$ cat config.mk
export PLATFORM = sky130hd
export DESIGN_NAME = flash_cmd_decoder
export DESIGN_NICKNAME = d
export VERILOG_FILES = /design/src/rtl/flash_cmd_pkg.sv /design/src/rtl/fcd_seq_tracker.sv /design/src/rtl/fcd_suspend_ctl.sv /design/src/rtl/fcd_status_unit.sv /design/src/rtl/fcd_req_issue.sv /design/src/rtl/flash_cmd_decoder.sv
export SDC_FILE = /design/constraint.sdc
export NUM_CORES = 1
export LEC_CHECK = 0
export CAP_MARGIN = 30
export CORE_ASPECT_RATIO = 0.9
export CORE_MARGIN = 2
export CORE_UTILIZATION = 45
export CTS_CLUSTER_DIAMETER = 150
export DETAILED_ROUTE_END_ITERATION = 10
export DONT_BUFFER_PORTS = 1
export PLACE_DENSITY = 0.59
export SYNTH_ARGS = -nofsm -noshare
export SYNTH_HDL_FRONTEND = slang
export SYNTH_SLANG_ARGS = --single-unit
$ cat constraint.sdc
create_clock -name clk -period 2 [get_ports clk]
set_input_delay 0.3 -clock clk [delete_from_list [all_inputs] [get_ports clk]]
set_output_delay 0.3 -clock clk [all_outputs]
set_load 0.005 [all_outputs]
$ cat src/rtl/flash_cmd_pkg.sv
package flash_cmd_pkg;

  localparam logic [7:0] CODE_CFG_SETUP   = 8'h60;
  localparam logic [7:0] CODE_PROT_LOCK   = 8'h01;
  localparam logic [7:0] CODE_PROT_UNLOCK = 8'hD0;
  localparam logic [7:0] CODE_PROT_DOWN   = 8'h2F;
  localparam logic [7:0] CODE_RCR_SET     = 8'h03;
  localparam logic [7:0] CODE_BLANK_SETUP = 8'hBC;
  localparam logic [7:0] CODE_CONFIRM     = 8'hD0;
  localparam logic [7:0] CODE_OTP_SETUP   = 8'hC0;
  localparam logic [7:0] CODE_SUSPEND     = 8'hB0;
  localparam logic [7:0] CODE_RESUME      = 8'hD0;
  localparam logic [7:0] CODE_CLEAR_ERR   = 8'h50;
  localparam logic [7:0] CODE_RD_ARRAY    = 8'hFF;
  localparam logic [7:0] CODE_RD_STATUS   = 8'h70;

  localparam int SB_READY = 7;
  localparam int SB_ESUSP = 6;
  localparam int SB_ERRH  = 5;
  localparam int SB_ERRL  = 4;
  localparam int SB_PSUSP = 2;

  typedef enum logic [1:0] {
    PEND_NONE,
    PEND_CFG,
    PEND_BLANK,
    PEND_OTP
  } pend_e;

  typedef enum logic [3:0] {
    ACT_NONE,
    ACT_SETUP_CFG,
    ACT_SETUP_BLANK,
    ACT_SETUP_OTP,
    ACT_LOCK,
    ACT_RCR,
    ACT_BLANK,
    ACT_OTP,
    ACT_SEQERR,
    ACT_SUSPEND,
    ACT_RESUME,
    ACT_CLEAR,
    ACT_RD_ARRAY,
    ACT_RD_STATUS
  } act_e;

  function automatic act_e classify(input pend_e pend, input logic [7:0] code,
                                    input logic busy, input logic susp);
    act_e r;
    r = ACT_NONE;
    case (pend)
      PEND_CFG: begin
        if (code == CODE_PROT_LOCK || code == CODE_PROT_UNLOCK || code == CODE_PROT_DOWN)
          r = ACT_LOCK;
        else if (code == CODE_RCR_SET)
          r = ACT_RCR;
        else
          r = ACT_SEQERR;
      end
      PEND_BLANK: r = (code == CODE_CONFIRM) ? ACT_BLANK : ACT_SEQERR;
      PEND_OTP:   r = ACT_OTP;
      default: begin
        case (code)
          CODE_CFG_SETUP:   r = ACT_SETUP_CFG;
          CODE_BLANK_SETUP: r = ACT_SETUP_BLANK;
          CODE_OTP_SETUP:   r = ACT_SETUP_OTP;
          CODE_SUSPEND:     r = (busy && !susp) ? ACT_SUSPEND : ACT_NONE;
          CODE_RESUME:      r = susp ? ACT_RESUME : ACT_NONE;
          CODE_CLEAR_ERR:   r = ACT_CLEAR;
          CODE_RD_ARRAY:    r = ACT_RD_ARRAY;
          CODE_RD_STATUS:   r = ACT_RD_STATUS;
          default:          r = ACT_NONE;
        endcase
      end
    endcase
    return r;
  endfunction

  function automatic pend_e next_pend(input act_e a);
    case (a)
      ACT_SETUP_CFG:   return PEND_CFG;
      ACT_SETUP_BLANK: return PEND_BLANK;
      ACT_SETUP_OTP:   return PEND_OTP;
      default:         return PEND_NONE;
    endcase
  endfunction

  function automatic logic [1:0] prot_op(input logic [7:0] code);
    case (code)
      CODE_PROT_LOCK:   return 2'b01;
      CODE_PROT_UNLOCK: return 2'b10;
      CODE_PROT_DOWN:   return 2'b11;
      default:          return 2'b00;
    endcase
  endfunction

  function automatic logic [15:0] rcr_field(input logic [31:0] addr);
    return addr[16:1];
  endfunction

  function automatic logic [7:0] pack_status(input logic ready, input logic esusp,
                                             input logic err, input logic psusp);
    logic [7:0] s;
    s = 8'h00;
    s[SB_READY] = ready;
    s[SB_ESUSP] = esusp;
    s[SB_ERRH]  = err;
    s[SB_ERRL]  = err;
    s[SB_PSUSP] = psusp;
    return s;
  endfunction

  function automatic logic selects_status(input act_e a, input logic cur);
    case (a)
      ACT_SETUP_CFG, ACT_SETUP_BLANK, ACT_SETUP_OTP, ACT_LOCK, ACT_BLANK,
      ACT_OTP, ACT_SEQERR, ACT_SUSPEND, ACT_RESUME, ACT_RD_STATUS: return 1'b1;
      ACT_RCR, ACT_RD_ARRAY: return 1'b0;
      default: return cur;
    endcase
  endfunction

endpackage

$ cat src/rtl/fcd_seq_tracker.sv
module fcd_seq_tracker
  import flash_cmd_pkg::*;
(
  input  logic       clk,
  input  logic       rst_n,
  input  logic       wr_en,
  input  logic [7:0] code,
  input  logic       busy,
  input  logic       suspended,
  output act_e       act,
  output pend_e      pend
);

  pend_e pend_q;

  always_comb begin
    if (wr_en) act = classify(pend_q, code, busy, suspended);
    else       act = ACT_NONE;
  end

  always_ff @(posedge clk or negedge rst_n) begin
    if (!rst_n)     pend_q <= PEND_NONE;
    else if (wr_en) pend_q <= next_pend(act);
  end

  assign pend = pend_q;

endmodule

$ cat src/rtl/fcd_suspend_ctl.sv
module fcd_suspend_ctl
  import flash_cmd_pkg::*;
(
  input  logic clk,
  input  logic rst_n,
  input  act_e act,
  input  logic eng_is_erase,
  output logic active,
  output logic kind_erase
);

  logic active_q;
  logic erase_q;

  always_ff @(posedge clk or negedge rst_n) begin
    if (!rst_n) begin
      active_q <= 1'b0;
      erase_q  <= 1'b0;
    end else if (act == ACT_SUSPEND) begin
      active_q <= 1'b1;
      erase_q  <= eng_is_erase;
    end else if (act == ACT_RESUME) begin
      active_q <= 1'b0;
      erase_q  <= 1'b0;
    end
  end

  assign active     = active_q;
  assign kind_erase = erase_q;

endmodule

$ cat src/rtl/fcd_status_unit.sv
module fcd_status_unit
  import flash_cmd_pkg::*;
(
  input  logic       clk,
  input  logic       rst_n,
  input  act_e       act,
  input  logic       eng_busy,
  input  logic       susp_active,
  input  logic       susp_erase,
  output logic [7:0] status,
  output logic       rd_status
);

  logic err_q;
  logic rd_q;

  always_ff @(posedge clk or negedge rst_n) begin
    if (!rst_n) begin
      err_q <= 1'b0;
      rd_q  <= 1'b0;
    end else begin
      if (act == ACT_SEQERR)      err_q <= 1'b1;
      else if (act == ACT_CLEAR)  err_q <= 1'b0;
      rd_q <= selects_status(act, rd_q);
    end
  end

  assign status = pack_status(susp_active | ~eng_busy,
                              susp_active & susp_erase,
                              err_q,
                              susp_active & ~susp_erase);
  assign rd_status = rd_q;

endmodule

$ cat src/rtl/fcd_req_issue.sv
module fcd_req_issue
  import flash_cmd_pkg::*;
#(
  parameter int ADDR_W = 24,
  parameter int DATA_W = 16
) (
  input  logic              clk,
  input  logic              rst_n,
  input  act_e              act,
  input  logic [ADDR_W-1:0] addr,
  input  logic [DATA_W-1:0] data,
  output logic              lock_req,
  output logic [1:0]        lock_op,
  output logic [ADDR_W-1:0] lock_addr,
  output logic              rcr_wr,
  output logic [15:0]       rcr_val,
  output logic              blank_req,
  output logic [ADDR_W-1:0] blank_addr,
  output logic              otp_req,
  output logic [ADDR_W-1:0] otp_addr,
  output logic [DATA_W-1:0] otp_data,
  output logic              susp_req,
  output logic              resume_req
);

  localparam int EXT_W = 32;

  logic [EXT_W-1:0] addr_ext;
  assign addr_ext = EXT_W'(addr);

  always_ff @(posedge clk or negedge rst_n) begin
    if (!rst_n) begin
      lock_req   <= 1'b0;
      lock_op    <= 2'b00;
      lock_addr  <= '0;
      rcr_wr     <= 1'b0;
      rcr_val    <= '0;
      blank_req  <= 1'b0;
      blank_addr <= '0;
      otp_req    <= 1'b0;
      otp_addr   <= '0;
      otp_data   <= '0;
      susp_req   <= 1'b0;
      resume_req <= 1'b0;
    end else begin
      lock_req   <= (act == ACT_LOCK);
      rcr_wr     <= (act == ACT_RCR);
      blank_req  <= (act == ACT_BLANK);
      otp_req    <= (act == ACT_OTP);
      susp_req   <= (act == ACT_SUSPEND);
      resume_req <= (act == ACT_RESUME);
      if (act == ACT_LOCK) begin
        lock_op   <= prot_op(data[7:0]);
        lock_addr <= addr;
      end
      if (act == ACT_RCR)   rcr_val    <= rcr_field(addr_ext);
      if (act == ACT_BLANK) blank_addr <= addr;
      if (act == ACT_OTP) begin
        otp_addr <= addr;
        otp_data <= data;
      end
    end
  end

endmodule

$ cat src/rtl/flash_cmd_decoder.sv
module flash_cmd_decoder
  import flash_cmd_pkg::*;
#(
  parameter int ADDR_W = 24,
  parameter int DATA_W = 16
) (
  input  logic              clk,
  input  logic              rst_n,
  input  logic              wr_en,
  input  logic [ADDR_W-1:0] wr_addr,
  input  logic [DATA_W-1:0] wr_data,
  input  logic              eng_busy,
  input  logic              eng_is_erase,
  output logic [7:0]        status,
  output logic              rd_status,
  output logic              lock_req,
  output logic [1:0]        lock_op,
  output logic [ADDR_W-1:0] lock_addr,
  output logic              rcr_wr,
  output logic [15:0]       rcr_val,
  output logic              blank_req,
  output logic [ADDR_W-1:0] blank_addr,
  output logic              otp_req,
  output logic [ADDR_W-1:0] otp_addr,
  output logic [DATA_W-1:0] otp_data,
  output logic              susp_req,
  output logic              resume_req
);

  act_e  act;
  pend_e pend;
  logic  susp_active;
  logic  susp_erase;

  logic evt_resume;
  logic evt_seq_err;
  logic evt_clear;

  fcd_seq_tracker u_seq (
    .clk       (clk),
    .rst_n     (rst_n),
    .wr_en     (wr_en),
    .code      (wr_data[7:0]),
    .busy      (eng_busy),
    .suspended (susp_active),
    .act       (act),
    .pend      (pend)
  );

  fcd_suspend_ctl u_susp (
    .clk          (clk),
    .rst_n        (rst_n),
    .act          (act),
    .eng_is_erase (eng_is_erase),
    .active       (susp_active),
    .kind_erase   (susp_erase)
  );

  fcd_status_unit u_stat (
    .clk         (clk),
    .rst_n       (rst_n),
    .act         (act),
    .eng_busy    (eng_busy),
    .susp_active (susp_active),
    .susp_erase  (susp_erase),
    .status      (status),
    .rd_status   (rd_status)
  );

  fcd_req_issue #(.ADDR_W(ADDR_W), .DATA_W(DATA_W)) u_req (
    .clk        (clk),
    .rst_n      (rst_n),
    .act        (act),
    .addr       (wr_addr),
    .data       (wr_data),
    .lock_req   (lock_req),
    .lock_op    (lock_op),
    .lock_addr  (lock_addr),
    .rcr_wr     (rcr_wr),
    .rcr_val    (rcr_val),
    .blank_req  (blank_req),
    .blank_addr (blank_addr),
    .otp_req    (otp_req),
    .otp_addr   (otp_addr),
    .otp_data   (otp_data),
    .susp_req   (susp_req),
    .resume_req (resume_req)
  );

  assign evt_resume  = (act == ACT_RESUME);
  assign evt_seq_err = (act == ACT_SEQERR);
  assign evt_clear   = (act == ACT_CLEAR);

endmodule

==> flow_summary.yaml <==
critical_path:
  critPathLaunchType: "flip-flop"
  end_kind: "flip-flop"
  r2r_slack_ps: -150
  arrival_ps: 2440
  cp-startpoint: "u_susp.active$_DFFE_PN0P_"
  r2r_cells: 7
  rr_endpoint: "u_req.lock_addr[8]$_DFFE_PN0P_"
  required_ps: 2290
  critPathKind: "reg2reg"
  worstReg2RegStart: "u_susp.active$_DFFE_PN0P_"
  crit_fanout: 7
power:
  power.leakage_uw: 0.00290
  powerDensity_nw_per_um2: 1110
  peakVddDrop_v: 0.000601
drt:
  via_per_inst: 5.63
  wirelength_mm: 10.7
  ant_nets: 0
  vias: 2854
  routedWlPerCell_microns: 21.0
  drt-initial-drc-count: 169
  first_pass_iters: 4
  drc: 0
cells_and_area:
  post-route-util_pct: 57.9
  multi_input_area_sq_um: 1890
  area_delta_synth_final_pct: 23.6
  seq_area_sq_um: 2950
  n_fill_cell: 831
  fin_nets: 410
  drive_gt1_share_pct: 48.7
  num_antenna_cells: 0
  fin_area_sq_um: 6010
sta:
  setup_violations: 52
  clock.fmax_mhz: 465
  hold_viol: 118
  whs_ps: -414
  finalSetupTns_ps: -6830
  drv_slew: 0
  setup_ws_ps: -152
  final.period_utilization_pct: 108
  finalCriticalPeriod_ps: 2150
  rsz0062_at_grt: "true"
  finClkSkew_ps: 7.16
placement:
  routabilityCongestion: 0.792
  dpl.hpwl_mm: 6.91
  place_ws_ps: -292
  port_buffers: 0
  placed_area_sq_um: 5240
clock_tree:
  cts_made_buffers: 17
  cts_buffer_depth: 2
  clk_latency_ps: 410
  cts_root_buf: "clkbuf_16"
  h-tree-depth: 4
  holdBufCountCts: 1
  cts_sinks: 118
  cts_tree: "done"
  path_clk_slew_ps: 50
status:
  outcome: "complete, but fails checks"
  violations: "negative hold slack, negative setup slack"
synth:
  yosysSeqAreaShare_pct: 60.7
  synth_edf_count: 0
  ys_warn_count: 0
  synth_top_flop_cell: "dfrtp_1"
  ys_types: 48
  avgSynthCellArea_sq_um: 14.5
  syn_area_sq_um: 4860
  syn_inst: 335
  synth_seq_cells: 118
  async_flop_share_pct: 100
global_routing:
  antenna_found_initial: 0
  grt_util_all_layers_pct: 18.6
  grt_remaining_overflow: 0
  grt_pass1_wl_mm: 16.2
  grt_max_degree: 119
  grt_pass1_vias: 2933
die:
  start_util_pct: 46.8
  core_sq_um: 10400
  io-pin-count: 166
  rows: 35
  die_width_microns: 114
  dieArea_sq_um: 11700
  die_h_microns: 103
min_path:
  hold_path.class: "in2async"
job:
  cap_violations: 0
## synthesized netlist by cell type, types with 2 or more instances
cell type    n  area share, %
a21oi_1      3           0.31
a2bb2oi_1    2           0.36
and2_1       3           0.39
buf_4       10            1.5
clkbuf_1    10           0.77
dfrtp_1    118             61
inv_1        6           0.46
mux2_2     103             24
nand2_1      7           0.54
nand2b_1     2           0.26
nand3_1      5           0.51
nand4_1      4           0.51
nor2_1       4           0.31
nor2b_1      5           0.64
nor3_1       2           0.21
nor3_4       2           0.67
o211ai_1     3           0.46
o21ai_0      8           0.82
o22ai_1      3           0.39
o31ai_1      2           0.31
o41ai_1      2           0.36
or3_1        3           0.39
or4b_1       3           0.62
## worst max-delay path by stage
stage / to / slack (ps)
floorplan: u_req.lock_addr[10]$_DFFE_PN0P_ / -290
CTS: u_susp.kind_erase$_DFFE_PN0P_ / -160
global placement: u_stat.rd_status$_DFFE_PN0P_ / -230
global route: u_susp.kind_erase$_DFFE_PN0P_ / -200
finish: u_req.lock_addr[8]$_DFFE_PN0P_ / -150
detailed placement: u_req.lock_addr[11]$_DFFE_PN0P_ / -290
## power breakdown
part	total [uW]	internal [uW]	leakage [uW]	switching, uW
clock network	3420	2340	0.000322	1080
registers	2830	2620	0.00160	205
logic	424	271	0.000974	153
total	6670	5240	0.00290	1440
## stage by stage
stage	total power (uW)	cells	hold WS [ps]
floorplan	3170	337	4.41
global placement	3270	469	7.80
detailed placement	3280	469	7.73
CTS	6740	503	-429
global route	6930	507	-439
finish	6670	507	-414
## placed cells by master (no fill, tap or decap), types with 2 or more instances in the layout
| master | instances |
|---|---|
| a21oi_1 | 2 |
| buf_6 | 6 |
| nor2b_1 | 5 |
| nand3_2 | 2 |
| mux2_4 | 23 |
| o211ai_1 | 3 |
| and2_1 | 3 |
| o21ai_0 | 6 |
| o31ai_1 | 2 |
| clkinv_4 | 2 |
| nor2_4 | 2 |
| mux2_2 | 81 |
| buf_4 | 20 |
| or3_1 | 2 |
| o21ai_1 | 2 |
| bufinv_16 | 5 |
| nor3_1 | 2 |
| o22ai_1 | 3 |
| clkbuf_8 | 4 |
| nand3_1 | 4 |
| clkbuf_16 | 18 |
| inv_1 | 6 |
| nand2b_1 | 2 |
| a2bb2oi_1 | 2 |
| nand2_1 | 7 |
| clkinvlp_4 | 3 |
| buf_12 | 3 |
| conb_1 | 3 |
| nor3_4 | 2 |
| nor2_1 | 4 |
| dfrtp_1 | 118 |
| nand4_1 | 4 |
| or4b_1 | 2 |
## state kept, by name (all words and copies together), names as in the netlist
| name | cells |
|---|---|
| u_req.blank_addr | 24 |
| u_req.lock_addr | 24 |
| u_req.otp_addr | 24 |
| u_req.otp_data | 16 |
| u_req.rcr_val | 16 |
| u_req.lock_op | 2 |
| u_seq.pend | 2 |
| u_req.blank_req | 1 |
| u_req.lock_req | 1 |
| u_req.otp_req | 1 |
| u_req.rcr_wr | 1 |
| u_req.resume_req | 1 |
| u_req.susp_req | 1 |
| u_stat.err_q | 1 |
| u_stat.rd_status | 1 |
| u_susp.active | 1 |
| u_susp.kind_erase | 1 |
## logic make-up (layout without fill, tap and decap cells)
| family | Yosys count | after routing | synth area share, % |
|---|---|---|---|
| simple gates | 51 | 51 | 6.97 |
| flops | 118 | 118 | 60.7 |
| mux | 104 | 104 | 24.1 |
| other cells | 1 | 3 | 0.0771 |
| compound gates | 33 | 33 | 5.02 |
| buf+inv | 28 | 69 | 3.11 |
## final cells by class
cell class                      instances  area share, %
Sequential cell                       118           49.1
Multi-Input combinational cell        191           31.4
Clock buffer                           21           7.99
Timing Repair Buffer                   31           5.20
Clock inverter                         11           3.25
Tap cell                              129           2.69
Inverter                                6          0.375
## layer usage
layer  GRT usage (%)  vias to the layer above  routed length (microns)
li1                -                     1268                        -
met4            8.44                        0                      156
met5               0                        -                        0
met1            24.9                     1440                     4630
met3            8.99                       14                     1120
met2            25.8                      132                     4740
## worst max-delay path, stage by stage, from the launching register on
cell and delay [ps]:
dfrtp_1 410, nand4b_1 210, or3_1 340, a311oi_2 330, o21a_2 240, nor2_4 70, clkbuf_16 170, mux2_2 260
## what timing repair did
action	in CTS	in global routing
gates cloned	1	2
resized for setup	5	6
pin swaps	1	9
endpoints found under the setup margin	51	54
setup buffers	0	2
hold endpoints to repair	120	118
Power figures use the tool's default switching activity.
